`src/rtl/dma_seq_pkg.sv`:
```
package dma_seq_pkg;
  typedef enum logic [1:0] {
    EP_OTHER = 2'd0,
    EP_SBUF  = 2'd1,
    EP_FIFO  = 2'd2
  } ep_kind_e;

  typedef enum logic [2:0] {
    CA_NONE = 3'd0,
    CA_RI   = 3'd1,
    CA_TI   = 3'd2,
    CA_RFNE = 3'd3,
    CA_TFNF = 3'd4,
    CA_PIN  = 3'd5
  } cause_e;
endpackage

```
`src/rtl/dma_pin_sync.sv`:
```
module dma_pin_sync #(
  parameter int STAGES = 2
) (
  input  logic clk_i,
  input  logic rst_ni,
  input  logic pin_ni,
  output logic low_o,
  output logic fall_o
);
  logic [STAGES-1:0] sync_q;
  logic              prev_q;

  always_ff @(posedge clk_i or negedge rst_ni) begin
    if (!rst_ni) begin
      sync_q <= '1;
      prev_q <= 1'b1;
    end else begin
      sync_q <= {sync_q[STAGES-2:0], pin_ni};
      prev_q <= sync_q[STAGES-1];
    end
  end

  assign low_o  = ~sync_q[STAGES-1];
  assign fall_o = prev_q & ~sync_q[STAGES-1];
endmodule

```
`src/rtl/dma_ch_trig.sv`:
```
module dma_ch_trig
  import dma_seq_pkg::*;
(
  input  logic     go_i,
  input  logic     pin_mode_i,
  input  logic     edge_sens_i,
  input  logic [1:0] src_kind_i,
  input  logic [1:0] dst_kind_i,
  input  logic     ri_i,
  input  logic     ti_i,
  input  logic     rfne_i,
  input  logic     tfnf_i,
  input  logic     pin_low_i,
  input  logic     pend_i,
  output logic     trig_o,
  output cause_e   cause_o
);
  always_comb begin
    cause_o = CA_NONE;
    if (go_i) begin
      if (pin_mode_i) begin
        if (edge_sens_i ? pend_i : pin_low_i) cause_o = CA_PIN;
      end else if (src_kind_i == EP_SBUF && ri_i) begin
        cause_o = CA_RI;
      end else if (dst_kind_i == EP_SBUF && ti_i) begin
        cause_o = CA_TI;
      end else if (src_kind_i == EP_FIFO && rfne_i) begin
        cause_o = CA_RFNE;
      end else if (dst_kind_i == EP_FIFO && tfnf_i) begin
        cause_o = CA_TFNF;
      end
    end
  end

  assign trig_o = (cause_o != CA_NONE);
endmodule

```
`src/rtl/dma_seq_fsm.sv`:
```
module dma_seq_fsm
  import dma_seq_pkg::*;
#(
  parameter int NUM_CH = 2,
  localparam int CH_W = (NUM_CH > 1) ? $clog2(NUM_CH) : 1
) (
  input  logic                    clk_i,
  input  logic                    rst_ni,
  input  logic [NUM_CH-1:0]       trig_i,
  input  cause_e [NUM_CH-1:0]     cause_i,
  input  logic                    ack_i,
  output logic                    req_o,
  output logic [CH_W-1:0]         req_ch_o,
  output logic [NUM_CH-1:0]       grant_o,
  output logic [NUM_CH-1:0]       xfer_done_o,
  output logic [3:0]              flag_clr_o
);
  logic            busy_q;
  logic [CH_W-1:0] ch_q;
  cause_e          cause_q;
  logic [CH_W-1:0] sel_ch;
  logic            any_trig;
  logic            fin;

  // lowest index wins
  always_comb begin
    sel_ch   = '0;
    any_trig = 1'b0;
    for (int i = NUM_CH - 1; i >= 0; i--) begin
      if (trig_i[i]) begin
        sel_ch   = CH_W'(i);
        any_trig = 1'b1;
      end
    end
  end

  always_ff @(posedge clk_i or negedge rst_ni) begin
    if (!rst_ni) begin
      busy_q  <= 1'b0;
      ch_q    <= '0;
      cause_q <= CA_NONE;
    end else if (!busy_q) begin
      if (any_trig) begin
        busy_q  <= 1'b1;
        ch_q    <= sel_ch;
        cause_q <= cause_i[sel_ch];
      end
    end else if (ack_i) begin
      busy_q  <= 1'b0;
      cause_q <= CA_NONE;
    end
  end

  assign fin      = busy_q & ack_i;
  assign req_o    = busy_q;
  assign req_ch_o = ch_q;

  always_comb begin
    grant_o     = '0;
    xfer_done_o = '0;
    for (int i = 0; i < NUM_CH; i++) begin
      grant_o[i]     = ~busy_q & any_trig & (sel_ch == CH_W'(i));
      xfer_done_o[i] = fin & (ch_q == CH_W'(i));
    end
  end

  assign flag_clr_o[0] = fin & (cause_q == CA_RI);
  assign flag_clr_o[1] = fin & (cause_q == CA_TI);
  assign flag_clr_o[2] = fin & (cause_q == CA_RFNE);
  assign flag_clr_o[3] = fin & (cause_q == CA_TFNF);
endmodule

```
`src/rtl/dma_demand_seq.sv`:
```
module dma_demand_seq
  import dma_seq_pkg::*;
#(
  parameter int NUM_CH    = 2,
  parameter int CNT_W     = 16,
  parameter int SYNC_STGS = 2,
  localparam int CH_W = (NUM_CH > 1) ? $clog2(NUM_CH) : 1
) (
  input  logic                         clk_i,
  input  logic                         rst_ni,
  input  logic                         cfg_we_i,
  input  logic [CH_W-1:0]              cfg_ch_i,
  input  logic                         cfg_go_i,
  input  logic [CNT_W-1:0]             cfg_count_i,
  input  logic [NUM_CH-1:0]            pin_mode_i,
  input  logic [NUM_CH-1:0]            edge_sens_i,
  input  logic [NUM_CH-1:0][1:0]       src_kind_i,
  input  logic [NUM_CH-1:0][1:0]       dst_kind_i,
  input  logic                         ri_i,
  input  logic                         ti_i,
  input  logic                         rfne_i,
  input  logic                         tfnf_i,
  output logic                         ri_clr_o,
  output logic                         ti_clr_o,
  output logic                         rfne_clr_o,
  output logic                         tfnf_clr_o,
  input  logic [NUM_CH-1:0]            ext_int_ni,
  output logic                         req_o,
  output logic [CH_W-1:0]              req_ch_o,
  input  logic                         ack_i,
  output logic [NUM_CH-1:0]            go_o,
  output logic [NUM_CH-1:0]            done_o,
  output logic [NUM_CH-1:0][CNT_W-1:0] count_o
);
  logic [NUM_CH-1:0]   trig;
  cause_e [NUM_CH-1:0] cause;
  logic [NUM_CH-1:0]   grant;
  logic [NUM_CH-1:0]   xfer_done;
  logic [NUM_CH-1:0]   pin_low;
  logic [NUM_CH-1:0]   pin_fall;
  logic [NUM_CH-1:0]   pend_q;
  logic [3:0]          flag_clr;

  for (genvar c = 0; c < NUM_CH; c++) begin : g_ch
    logic wr_sel;
    assign wr_sel = cfg_we_i && (cfg_ch_i == CH_W'(c));

    dma_pin_sync #(.STAGES(SYNC_STGS)) u_sync (
      .clk_i  (clk_i),
      .rst_ni (rst_ni),
      .pin_ni (ext_int_ni[c]),
      .low_o  (pin_low[c]),
      .fall_o (pin_fall[c])
    );

    dma_ch_trig u_trig (
      .go_i        (go_o[c]),
      .pin_mode_i  (pin_mode_i[c]),
      .edge_sens_i (edge_sens_i[c]),
      .src_kind_i  (src_kind_i[c]),
      .dst_kind_i  (dst_kind_i[c]),
      .ri_i        (ri_i),
      .ti_i        (ti_i),
      .rfne_i      (rfne_i),
      .tfnf_i      (tfnf_i),
      .pin_low_i   (pin_low[c]),
      .pend_i      (pend_q[c]),
      .trig_o      (trig[c]),
      .cause_o     (cause[c])
    );

    always_ff @(posedge clk_i or negedge rst_ni) begin
      if (!rst_ni) begin
        count_o[c] <= '0;
        go_o[c]    <= 1'b0;
        done_o[c]  <= 1'b0;
        pend_q[c]  <= 1'b0;
      end else if (wr_sel) begin
        count_o[c] <= cfg_count_i;
        go_o[c]    <= cfg_go_i;
        done_o[c]  <= 1'b0;
        pend_q[c]  <= 1'b0;
      end else begin
        // an edge seen during a transfer stays pending
        pend_q[c] <= (pend_q[c] & ~grant[c])
                   | (pin_fall[c] & go_o[c] & pin_mode_i[c] & edge_sens_i[c]);
        if (xfer_done[c]) begin
          count_o[c] <= count_o[c] - CNT_W'(1);
          if (count_o[c] == CNT_W'(1)) begin
            go_o[c]   <= 1'b0;
            done_o[c] <= 1'b1;
          end
        end
      end
    end
  end

  dma_seq_fsm #(.NUM_CH(NUM_CH)) u_fsm (
    .clk_i       (clk_i),
    .rst_ni      (rst_ni),
    .trig_i      (trig),
    .cause_i     (cause),
    .ack_i       (ack_i),
    .req_o       (req_o),
    .req_ch_o    (req_ch_o),
    .grant_o     (grant),
    .xfer_done_o (xfer_done),
    .flag_clr_o  (flag_clr)
  );

  assign ri_clr_o   = flag_clr[0];
  assign ti_clr_o   = flag_clr[1];
  assign rfne_clr_o = flag_clr[2];
  assign tfnf_clr_o = flag_clr[3];
endmodule

```
`config.mk`:
```
export PLATFORM = sky130hd
export DESIGN_NAME = dma_demand_seq
export DESIGN_NICKNAME = d
export VERILOG_FILES = /design/src/rtl/dma_seq_pkg.sv /design/src/rtl/dma_pin_sync.sv /design/src/rtl/dma_ch_trig.sv /design/src/rtl/dma_seq_fsm.sv /design/src/rtl/dma_demand_seq.sv
export SDC_FILE = /design/constraint.sdc
export NUM_CORES = 1
export LEC_CHECK = 0
export ABC_AREA = 1
export BUFFER_PORTS_ARGS = -buffer_cell sky130_fd_sc_hd__buf_2
export CAP_MARGIN = 10
export CORE_MARGIN = 2
export CORE_UTILIZATION = 45
export DETAILED_ROUTE_END_ITERATION = 7
export GPL_TIMING_DRIVEN = 0
export PLACE_DENSITY = 0.68
export SYNTH_ARGS = -nofsm -noshare
export SYNTH_HDL_FRONTEND = slang
export SYNTH_SLANG_ARGS = --single-unit
```
`constraint.sdc`:
```
create_clock -name clk_i -period 1.9 [get_ports clk_i]
set_input_delay 0 -clock clk_i [delete_from_list [all_inputs] [get_ports clk_i]]
set_output_delay 0 -clock clk_i [all_outputs]
set_load 0.1 [all_outputs]
```
# [Word-level counts from Yosys, hierarchy flattened]
# Cells that the tools add are included.
[op_classes] mux=45 n_mul=0 bitwise_logic=30 n_lt_le_gt_ge=1 add_sub_neg=2 div=0 n_reduce_logical=21 n_shift=0 n_eq_ne=15
[ops] op="2-to-1 mux 16 bit" count=4
[ops] op="2-to-1 mux 3 bit" count=19
[ops] op="equality test 16 x 1 -> 1 bit (second input constant)" count=2
[ops] op="subtractor 16 x 1 -> 16 bit (second input constant)" count=2
[ops] op="2-to-1 mux 1 bit" count=22
[ops] op="bitwise AND 1 bit" count=20
[ops] op="logical AND 1 bit" count=10
[ops] op="nonzero test 2 bit" count=5
[ops] op="equality test 2 x 1 -> 1 bit (second input constant)" count=4
[ops] op="equality test 2 bit (second input constant)" count=4
[ops] op="NOT 1 bit" count=8
[ops] op="AND reduction 2 bit" count=4
[ops] op="equality test 3 x 2 -> 1 bit (second input constant)" count=2
[ops] op="nonzero test 3 bit" count=2
[ops] op="equality test 3 x 1 -> 1 bit (second input constant)" count=1
[ops] op="equality test 3 bit (second input constant)" count=1
[ops] op="less-than comparator 1 x 2 -> 1 bit (second input constant)" count=1
[ops] op="!= test 2 bit (second input constant)" count=1
[ops] op="OR 1 bit" count=2
[totals] elab_cells=129 mem_bits_rw=0 mem_count=0 mem_bits_ro=0 latch_bits=0 in_bits=40 ff_bits=49 output_inout_bits=42

# [Depth between registers and ports, before layout]
# Gate-level depths: netlist of the first run.
[logic_depth] word_depth=17 ltp_mapped=12

# [Modules after synthesis]
# Synthesis of the first run repeated with hierarchy kept, for this count alone.
[unflattened] hier_cells=502 hier_area_um2=3355.7
[modules_own_cells] mod="dma_demand_seq" n_inst=1 area_per_inst_um2=2548.7 cells_each=380 seq_area_each_um2=950.9
[modules_own_cells] mod="dma_seq_fsm" n_inst=1 area_per_inst_um2=321.6 cells_each=50 seq_area_each_um2=125.1
[modules_own_cells] mod="dma_ch_trig" n_inst=2 area_per_inst_um2=150.1 cells_each=30 seq_area_each_um2=0.0
[modules_own_cells] mod="dma_pin_sync" n_inst=2 area_per_inst_um2=92.6 cells_each=6 seq_area_each_um2=78.8

# [Least setup slack after synthesis of the first run]
# Ideal clock, no wire load.
[synth_path] kind="reg-to-output" startpoint="reg u_fsm.busy_q, in the netlist u_fsm.req_o" endpoint="out rfne_clr_o" slack_ns=-2.150 path_stages_with_launch=3 arrival_ns=4.050 path_buffers=0 required_time_ns=1.900 cell_sequence="dfrtp_1 -> nand2_4 -> nor4_1"
[synth_via] elab_chain_cells=2
[synth_rtl] element="from (decl)" line_no="dma_seq_fsm.sv:18" source="logic busy_q;"
[synth_rtl] element="from (signal assigned)" line_no="dma_seq_fsm.sv:39" source="busy_q <= 1'b0;"
[synth_rtl] element="from (signal assigned)" line_no="dma_seq_fsm.sv:44" source="busy_q <= 1'b1;"
[synth_rtl] element="from (signal assigned)" line_no="dma_seq_fsm.sv:49" source="busy_q <= 1'b0;"
[synth_rtl] element="bitwise AND 1 bit" line_no="dma_seq_fsm.sv:54" source="assign fin = busy_q & ack_i;"
[synth_rtl] element="bitwise AND 1 bit" line_no="dma_seq_fsm.sv:69" source="assign flag_clr_o[2] = fin & (cause_q == CA_RFNE);"
[synth_rtl] element="to (decl)" line_no="dma_demand_seq.sv:25" source="output logic rfne_clr_o,"
# Every way passes these cells.

# [Worst setup path in the final report of the first run]
[layout_path] startpoint="reg count_o[0] (netlist bit)" endpoint="reg count_o[12] (netlist bit)"
[layout_via] elab_chain_cells=3
[layout_rtl] element="from (decl)" line_no="dma_demand_seq.sv:33" source="output logic [NUM_CH-1:0][CNT_W-1:0] count_o"
[layout_rtl] element="from (signal, indexed assignment)" line_no="dma_demand_seq.sv:79" source="count_o[c] <= cfg_count_i;"
[layout_rtl] element="from (signal, indexed assignment)" line_no="dma_demand_seq.sv:88" source="count_o[c] <= count_o[c] - CNT_W'(1);"
[layout_rtl] element="subtractor 16 x 1 -> 16 bit" line_no="dma_demand_seq.sv:88"
[layout_rtl] element="2-to-1 mux 16 bit" line_no="dma_demand_seq.sv:87" source="if (xfer_done[c]) begin"
[layout_rtl] element="2-to-1 mux 16 bit" line_no="dma_demand_seq.sv:78" source="end else if (wr_sel) begin"
# Every way passes these cells. The select of a mux whose other input is x is not followed.
# A chain may end at the register's enable or synchronous reset.

==> flow_summary.toml, run 1 <==
[sta]
skew_ps = 15.2
fin_tns_setup_ps = 0
fin_hold_ws_ps = 2.24
fmax_mhz = 590
slew_headroom_pct = 66.5
hold_viol_final = 0
grt_setup_unrepaired = "false"
period_needed_ps = 1700
fin_crit_sh_pct = 89.3
setup_viol = 0
slew_violations = 0
worstMarginPinSlew_ps = 503

[logic_synthesis]
synthAdderAreaFrac_pct = 1.67
syn_area_um2 = 2990
synth_area_per_cell_um2 = 7.85
synthCells = 381
synthXorXnorAreaFrac_pct = 4.68
yosysSeqAreaShare_pct = 41.2
synth_seq_cells = 49
synth.distinct_cells = 40
synth-simple-area-share_pct = 30.9
synth_fp_nets = 425
synthMuxAreaShare_pct = 0
ys_warn_count = 0
synth-compound-area-share_pct = 13.1
synth_top_family_by_area = "simple AND/OR/NAND/NOR gates"

[cells_and_area]
regArea_um2 = 1260
final_common_cell = "nand2_1"
final_cell_mix = "nand2_1, buf_2, inv_1, nor2_1, nand3_1"
final_nets = 525
drive_above_1_share_pct = 30.1
multi_input_area_um2 = 1560
syn2layout_area_growth_pct = 26.8
num-fill-cells = 614
diodes = 0

[clock_network]
clkLatencyLatePin_ps = 310
cts_tree = "done"
cts.sinks = 49
post-cts-setup-buffers = 0
path_clk_slew_ps = 100
htreeDepth = 2
root_buffer = "clkbuf_8"
numCtsBuffers = 5
cts_buffer_depth = 2

[detailed_routing]
vias = 3000
wl_um = 8010
via_per_inst = 5.37
first_iter_violations = 202
drc = 0
dr.pass1.iters = 5
drt-wirelength-per-cell_um = 14.3
final_antenna_net_count = 0

[pwr]
p_leak_uw = 0.00186
power.total_uw = 6160
power_density_nw_per_um2 = 1620
peakVddDrop_v = 0.00172

[global_route]
grtUsageTotal_pct = 22.9
grt_pass1_wl_um = 13500
grt_overflow = 0
antenna_found_initial = 0
grt_max_degree = 50
grt_pass1_vias = 2844

[die]
pin_count = 82
rows = 29
initial_utilization_pct = 46.8
core_area_um2 = 6390
die_h_um = 85.5
die-area_um2 = 7320
die_w_um = 85.5

[placement]
port_buffers = 81
place_hpwl_um = 6130
place.gp.congestion = 0.914

[worst_setup_path]
end_kind = "flip-flop"
required_ps = 2060
setup.worst_path.start = "count_o[0]$_DFFE_PN0P_"
worst_ep_arrival_time_ps = 1860
cp_max_fo = 5
r2r_start = "count_o[0]$_DFFE_PN0P_"
worst_setup_path_start_kind = "flip-flop"
reg2reg_depth = 8
path_class = "reg -> reg"

[worst_hold_path]
min_path_type = "in -> reg"
worstHoldStart = "cfg_count_i[11]"
hold_path_depth = 3

[run_status]
status = "finished clean"

[flow_run]
cap_violations = 0
cells by family after synthesis:
family,count (synthesis)
adder cells (fa/ha/maj),4
AND/OR/NAND/NOR,195
flip-flops,49
XOR/XNOR,16
AO/OA/AOI/OAI,54
buffers and inverters,63
state kept, by name (all words and copies together), names as in the netlist:
name and count:
go_o 2, pend_q 2, g_ch.u_sync.prev_q 2, u_fsm.cause_q 3, done_o 2, count_o 32
g_ch.u_sync.sync_q 4, u_fsm.req_ch_o 1, u_fsm.req_o 1
layout make-up:
class                   count  area share, %
multi-input cells         269           41.2
inverters                  57           5.77
well taps                  77           2.54
clock buffers               6           2.18
clock inverters             2          0.231
flip-flops and latches     49           33.1
plain buffers               6          0.891
repair buffers             93           14.1
worst paths after layout:
path	end	slack, ps
max	count_o[12]$_DFFE_PN0P_	200
min	count_o[27]$_DFFE_PN0P_	2
max reg2reg	count_o[12]$_DFFE_PN0P_	200
min reg2reg	g_ch[0].u_sync.sync_q[1]$_DFF_PN1_	360
max in group asynchronous	count_o[28]$_DFFE_PN0P_	1150
min in group asynchronous	u_fsm.cause_q[2]$_DFFE_PN0P_	200
layer usage:
layer,track usage [%],vias to the layer above,wire length [um]
li1,-,1465,-
met1,33.0,1429,3640
met2,36.9,100,3780
met3,3.37,6,527
met4,4.91,0,65
met5,0,-,0
Yosys cell counts (all sizes together):
library cell   n  area [um^2]
nand2         92          358
a31oi          1         6.26
nor4           4         31.3
o221ai        22          193
nand3b         3         22.5
o32ai          1         8.76
dfstp          6          158
o21bai         2         18.8
xor2          10         87.6
nor2          48          246
clkbuf         1         3.75
or2            3         21.3
ha             4         50.1
nand3         34          175
nor3b          1         7.51
inv           57          219
nand4          4         25.0
o21ai         12         60.1
buf            5         30.0
o211ai         6         45.0
o311ai         2         17.5
dfrtp         43         1080
xnor2          6         52.6
nor3           5         30.0
a21oi          7         35.0
o21a           1         7.51
and2           1         6.26
timing repair:
action                                 4_1_cts  5_1_grt
endpoints found under the hold margin       59        0
gates resized for setup                      0        0
hold buffers                                11        0
stage by stage:
step | cell area, um^2 | setup slack, ps | instances | utilization (%)
final | 3790 | 204 | 559 | 59.4
after global routing | 3790 | 73.9 | 559 | 59.4
after CTS | 3770 | 213 | 558 | 59.1
after detailed placement | 3570 | 229 | 539 | 55.9
after global placement | 3570 | 238 | 539 | 55.9
after floorplan | 3070 | 6.08 | 381 | -
critical path, stage by stage, from the launching register on:
cell and delay (ps):
dfrtp_2 450, inv_1 80, ha_1 180, nand3_1 160
nor2_2 230, nand2_1 90, xor2_1 150, nand3_1 70
o221ai_1 130
where the power goes:
group / internal (uW) / total [uW] / switching (uW)
clock: 290 / 648 / 358
combinational: 752 / 3740 / 2990
sequential: 1370 / 1770 / 406
No activity file was read; power rests on OpenSTA's default activity.
==> run 2: changes to the inputs <==
--- a/config.mk
+++ b/config.mk
@@ -5,14 +5,13 @@
 export SDC_FILE = /design/constraint.sdc
 export NUM_CORES = 1
 export LEC_CHECK = 0
-export ABC_AREA = 1
 export BUFFER_PORTS_ARGS = -buffer_cell sky130_fd_sc_hd__buf_2
 export CAP_MARGIN = 10
 export CORE_MARGIN = 2
 export CORE_UTILIZATION = 45
 export DETAILED_ROUTE_END_ITERATION = 7
 export GPL_TIMING_DRIVEN = 0
-export PLACE_DENSITY = 0.68
+export PLACE_DENSITY = 0.69
 export SYNTH_ARGS = -nofsm -noshare
 export SYNTH_HDL_FRONTEND = slang
 export SYNTH_SLANG_ARGS = --single-unit
==> run 2 against run 1 <==
The run now ends with negative setup slack left. Design area grew 5.7%. Die area fell by 6.4%. Worst setup slack lost 450 ps. Power is 20% lower. Sequential power fell by 8%. Clock skew is 4.3 ps lower. Sequential cell count stayed put. Non-clock buffer count rose by 25. Count of clock-buffer cells in the layout is the same. Synthesized cell count down 19%. Largest power group unchanged.
==> flow_summary.toml, run 2 <==
[die]
pin_count = 82
die-area_um2 = 6850
die_w_um = 82.8
rows = 28
die_h_um = 82.8
core_area_um2 = 5960
initial_utilization_pct = 46.9

[logic_synthesis]
yosysSeqAreaShare_pct = 44.2
yosys-top-cells-area = "dfrtp_1, xnor2_1, dfstp_2, nor2_1, o21ai_0"
synth_edf_count = 0
synth_fp_nets = 352
async_flop_share_pct = 100
synth_seq_cells = 49
synth_area_per_cell_um2 = 9.06
synthCells = 308
synth.most_common_cell = "dfrtp_1"
synth_ff_type = "dfrtp_1"
ys_warn_count = 0
synth_commonest_cells = "dfrtp_1, nor2_1, nand2_1, o21ai_0, xnor2_1"
synth_top_cell_by_area = "dfrtp_1"
netlist.area_leader.share_pct = 38.5
syn_area_um2 = 2790
synth.distinct_cells = 54

[clock_network]
htreeDepth = 2
root_buffer = "clkbuf_8"
clkLatencyLatePin_ps = 300
cts_tree = "done"
path_clk_slew_ps = 100
cts_buffer_depth = 2
numCtsBuffers = 5
cts.sinks = 49

[global_route]
grt_pass1_wl_um = 12100
grt_overflow = 0
antenna_found_initial = 0
grtUsageTotal_pct = 23.4
grt_max_degree = 50
grt_pass1_vias = 2524

[cells_and_area]
multi_input_area_um2 = 1720
final_cell_mix = "buf_2, nor2_1, nand2_1, xnor2_1, dlygate4sd3_1"
instances_no_fill = 503
top_register = "count_o"
diodes = 0
regArea_um2 = 1280
final_nets = 471
final_area_um2 = 4010
drive_above_1_share_pct = 39.5
final_common_cell = "buf_2"
syn2layout_area_growth_pct = 43.7
largest_reg_flops = 32
reg_top3 = "count_o (32), g_ch.u_sync.sync_q (4), u_fsm.cause_q (3)"
num-fill-cells = 478

[sta]
hold_viol_final = 0
setup_viol = 14
fin_hold_ws_ps = 74.2
worstMarginPinSlew_ps = 1050
timing.final.ws_setup_ps = -248
slew_violations = 0
fin_tns_setup_ps = -1510
period_needed_ps = 2150
slew_headroom_pct = 30.1
skew_ps = 10.8
fin_crit_sh_pct = 113
fmax_mhz = 465
grt_setup_unrepaired = "true"

[pwr]
p_leak_uw = 0.00169
peakVddDrop_v = 0.00139
power.total_uw = 4940
power_density_nw_per_um2 = 1230

[detailed_routing]
drc = 0
routed.top_layer = "met4"
wl_um = 7930
vias = 2763
met3WireLength_um = 423
final_antenna_net_count = 0
route.met2.wl_um = 3900
first_iter_violations = 165
met1_length_um = 3560
dr.pass1.iters = 4
drt-wirelength-per-cell_um = 15.8
via_per_inst = 5.49

[placement]
dp_cells = 463
place.gp.congestion = 0.865
port_buffers = 80
place_hpwl_um = 5630
place_area_um2 = 3510

[worst_setup_path]
cp_max_fo = 3
end_kind = "flip-flop"
worst_setup_path_start_kind = "flip-flop"
reg2reg_slack_ps = -250
required_ps = 2070
worst_ep_arrival_time_ps = 2320
path_class = "reg -> reg"

[worst_hold_path]
min_path_type = "in -> reg"

[run_status]
status = "finished with violations"
violations = "negative setup slack"

[flow_run]
cap_violations = 0
[run 2: cell count changes after synthesis, moves of 8 or more]
cell | before | now
o221ai_1 | 22 | 1
nand2_1 | 89 | 29
inv_1 | 53 | 11
nand3_1 | 33 | 3
clkbuf_1 | 1 | 9
xnor2_1 | 6 | 22
nor3_1 | 4 | 16
a21oi_1 | 7 | 20
o21ai_0 | 12 | 22
[run 2: routing by layer]
| metal | global-route usage, % | vias to the layer above |
|---|---|---|
| met4 | 4.10 | 0 |
| met5 | 0 | - |
| met2 | 37.2 | 82 |
| met1 | 34.3 | 1330 |
| li1 | - | 1343 |
| met3 | 3.37 | 8 |
[run 2: area by class of cell]
cell class | count | area share [%]
plain buffers | 12 | 1.84
inverters | 11 | 1.03
clock buffers | 6 | 2.06
multi-input cells | 236 | 42.8
well taps | 75 | 2.34
repair buffers | 112 | 17.7
clock inverters | 2 | 0.343
flip-flops and latches | 49 | 31.9
[run 2: kinds of logic after synthesis]
group / count (synthesis) / synth area share [%]
and+or+nand+nor: 135 / 25.9
buffers and inverters: 23 / 3.41
muxes: 3 / 1.21
DFF: 49 / 44.2
xor gates and xnor gates: 30 / 9.41
AOI/OAI and AO/OA: 64 / 14.1
adders and majority gates: 4 / 1.79
[run 2: metrics by stage]
step	setup WS, ps	util, %
2_1_floorplan	-385	-
3_3_place_gp	-276	59.0
3_5_place_dp	-267	59.0
4_1_cts	-227	65.4
5_1_grt	-334	67.3
6_report	-248	67.3
[run 2: critical path, cell delays in order, from the launching register on]
cell and delay [ps]:
dfrtp_4 490, or3_4 410, or4_4 460, or4_4 430, xor2_1 150, a21oi_1 80
[run 2: path summary, 6_finish.rpt]
| kind | startpoint | to | cells after the start |
|---|---|---|---|
| worst min-delay path | pin_mode_i[0] | u_fsm.cause_q[2]$_DFFE_PN0P_ | 3 |
| worst max register to register | count_o[26]$_DFFE_PN0P_ | count_o[30]$_DFFE_PN0P_ | 5 |
| min in group asynchronous | rst_ni | count_o[22]$_DFFE_PN0P_ | 2 |
| worst max-delay path | count_o[26]$_DFFE_PN0P_ | count_o[30]$_DFFE_PN0P_ | 5 |
| max in group asynchronous | rst_ni | count_o[11]$_DFFE_PN0P_ | 2 |
| worst min register to register | g_ch[0].u_sync.sync_q[0]$_DFF_PN1_ | g_ch[0].u_sync.sync_q[1]$_DFF_PN1_ | 0 |
[run 2: power by group]
part | switching (uW) | internal, uW
Sequential | 337 | 1300
Combinational | 2030 | 632
Clock | 351 | 296
Total | 2710 | 2230
[run 2: timing repair]
item / in CTS / in global routing
hold buffers: 21 / 0
buffers inserted: 4 / 7
pin swaps: 3 / 8
resized for setup: 13 / 12
endpoints found under the setup margin: 16 / 22
endpoints found under the hold margin: 75 / 0
==> run 3: changes to the inputs <==
--- a/config.mk
+++ b/config.mk
@@ -5,12 +5,12 @@
 export SDC_FILE = /design/constraint.sdc
 export NUM_CORES = 1
 export LEC_CHECK = 0
+export ABC_AREA = 0
 export BUFFER_PORTS_ARGS = -buffer_cell sky130_fd_sc_hd__buf_2
 export CAP_MARGIN = 10
 export CORE_MARGIN = 2
 export CORE_UTILIZATION = 45
 export DETAILED_ROUTE_END_ITERATION = 7
-export GPL_TIMING_DRIVEN = 0
 export PLACE_DENSITY = 0.69
 export SYNTH_ARGS = -nofsm -noshare
 export SYNTH_HDL_FRONTEND = slang
==> run 3 against run 2 <==
The flow still finishes with violations (negative setup slack). Hold slack worse by 33 ps. Largest power group unchanged. Critical path depth did not move. Maximum frequency grew 0.39%. Count of clock-buffer cells in the layout stayed put. Core utilization is 2.1 points higher. Design area increased by 3.1%. Non-clock buffer count rose by 11. Wire length is 1.7% higher. Power increased by 3.3%. Critical path type unchanged. Die area unchanged. Sequential power down 4%. Sequential share of layout area shrank 0.95 points.
==> flow_summary.toml, run 3 (same netlist as run 2, synthesis figures left out) <==
[worst_setup_path]
cpMostUsedCell = "or4_4"
cp_max_fo = 4
end_kind = "flip-flop"
cpPeakStageDelay_ps = 550
worst_ep_arrival_time_ps = 2310
required_ps = 2070
path_class = "reg -> reg"
r2r_start = "count_o[20]$_DFFE_PN0P_"
reg2reg_depth = 5
critPathSlowestCell = "or4_4"
cp_cell_sequence = "or4_4 -> or2_4 -> or4_4 -> xor2_1 -> a21oi_1"
reg2reg_slack_ps = -240
r2r-end = "count_o[30]$_DFFE_PN0P_"
worst_setup_path_start_kind = "flip-flop"

[sta]
worstMarginPinSlew_ps = 787
slew_headroom_pct = 47.4
setup_viol = 11
hold_viol_final = 0
slew_violations = 0
skew_ps = 13.2
fin_tns_setup_ps = -1340
grt_setup_unrepaired = "true"
period_needed_ps = 2140
fin_hold_ws_ps = 41.6
fmax_mhz = 467
fin_crit_sh_pct = 113
timing.final.ws_setup_ps = -240

[cells_and_area]
multi_input_area_um2 = 1710
drive_above_1_share_pct = 42.6
fin_util_pct = 69.4
diodes = 0
syn2layout_area_growth_pct = 48.1
regArea_um2 = 1280
num-fill-cells = 480
final_common_cell = "buf_2"
final_nets = 482
final_cell_mix = "buf_2, nor2_1, buf_4, nand2_1"
reg_top3 = "count_o (32), g_ch.u_sync.sync_q (4), u_fsm.cause_q (3)"
top_register = "count_o"
largest_reg_flops = 32

[flow_run]
cap_violations = 0

[detailed_routing]
dr.pass1.iters = 5
wl_um = 8060
vias = 2798
via_per_inst = 5.44
final_antenna_net_count = 0
drc = 0
first_iter_violations = 207
drt-wirelength-per-cell_um = 15.7

[worst_hold_path]
hold_path_depth = 3
min_path_type = "in -> reg"
worstHoldStart = "pin_mode_i[0]"
min_to = "u_fsm.cause_q[2]$_DFFE_PN0P_"

[clock_network]
root_buffer = "clkbuf_8"
clkLatencyLatePin_ps = 310
path_clk_slew_ps = 100
htreeDepth = 2
cts_tree = "done"
cts.sinks = 49
cts_buffer_depth = 2
numCtsBuffers = 5

[die]
initial_utilization_pct = 46.9
die_h_um = 82.8
die_w_um = 82.8
die-area_um2 = 6850
rows = 28
core_area_um2 = 5960
pin_count = 82

[global_route]
antenna_found_initial = 0
grt_overflow = 0
grt_pass1_wl_um = 12600
grt_max_degree = 50
grt_pass1_vias = 2626
grtUsageTotal_pct = 24.6

[placement]
port_buffers = 81
dp_slack_ps = -209
place_hpwl_um = 5830
place.gp.congestion = 0.898

[run_status]
violations = "negative setup slack"
status = "finished with violations"

[pwr]
peakVddDrop_v = 0.00151
p_leak_uw = 0.00176
power_density_nw_per_um2 = 1230
-- run 3: metrics by stage --
step                      area [um^2]  power [uW]  cells
after global placement           3700        4250    483
after floorplan                  3020        3680    308
after CTS                        4060        5090    512
after global routing             4130        5340    514
final                            4130        5100    514
after detailed placement         3700        4290    483
-- run 3: repair_timing --
item	in CTS	in global routing
resized for setup	8	13
pin swaps	5	8
buffers inserted	0	2
endpoints found under the hold margin	84	0
endpoints found under the setup margin	13	17
hold buffers	21	0
-- run 3: worst max-delay path: cells and delay by family (launching register included) --
family,cells,cell delay (ps)
compound gates,1,80
xor+xnor,1,160
flops,1,480
simple gates,3,1290
-- run 3: how the worst max path moves through the flow --
stage,to,slack (ps),startpoint
after floorplan,count_o[30]$_DFFE_PN0P_,-390,count_o[20]$_DFFE_PN0P_
after global placement,count_o[30]$_DFFE_PN0P_,-200,count_o[20]$_DFFE_PN0P_
after detailed placement,count_o[30]$_DFFE_PN0P_,-210,count_o[20]$_DFFE_PN0P_
after CTS,count_o[30]$_DFFE_PN0P_,-220,count_o[20]$_DFFE_PN0P_
after global routing,count_o[30]$_DFFE_PN0P_,-290,count_o[20]$_DFFE_PN0P_
final,count_o[30]$_DFFE_PN0P_,-240,count_o[20]$_DFFE_PN0P_
-- run 3: per-layer routing --
metal  GRT usage, %  vias to the layer above  share of wire [%]
li1               -                     1355                  -
met1           33.8                     1338                 44
met2           39.8                       92                 49
met3           4.13                       13                5.3
met4           7.87                        0                1.7
met5              0                        -                  0
-- run 3: layout make-up --
class,instances,share of cell area [%]
clock buffer,6,1.76
inverter,11,0.999
multi-input combinational,236,41.5
timing repair buffer,135,21.7
sequential,49,31.0
clock inverter,2,0.848
tap,75,2.27
-- run 3: report_power, final --
part	internal (uW)	switching [uW]	total, uW
combinational	690	2110	2800
clock	391	348	739
sequential	1300	265	1560
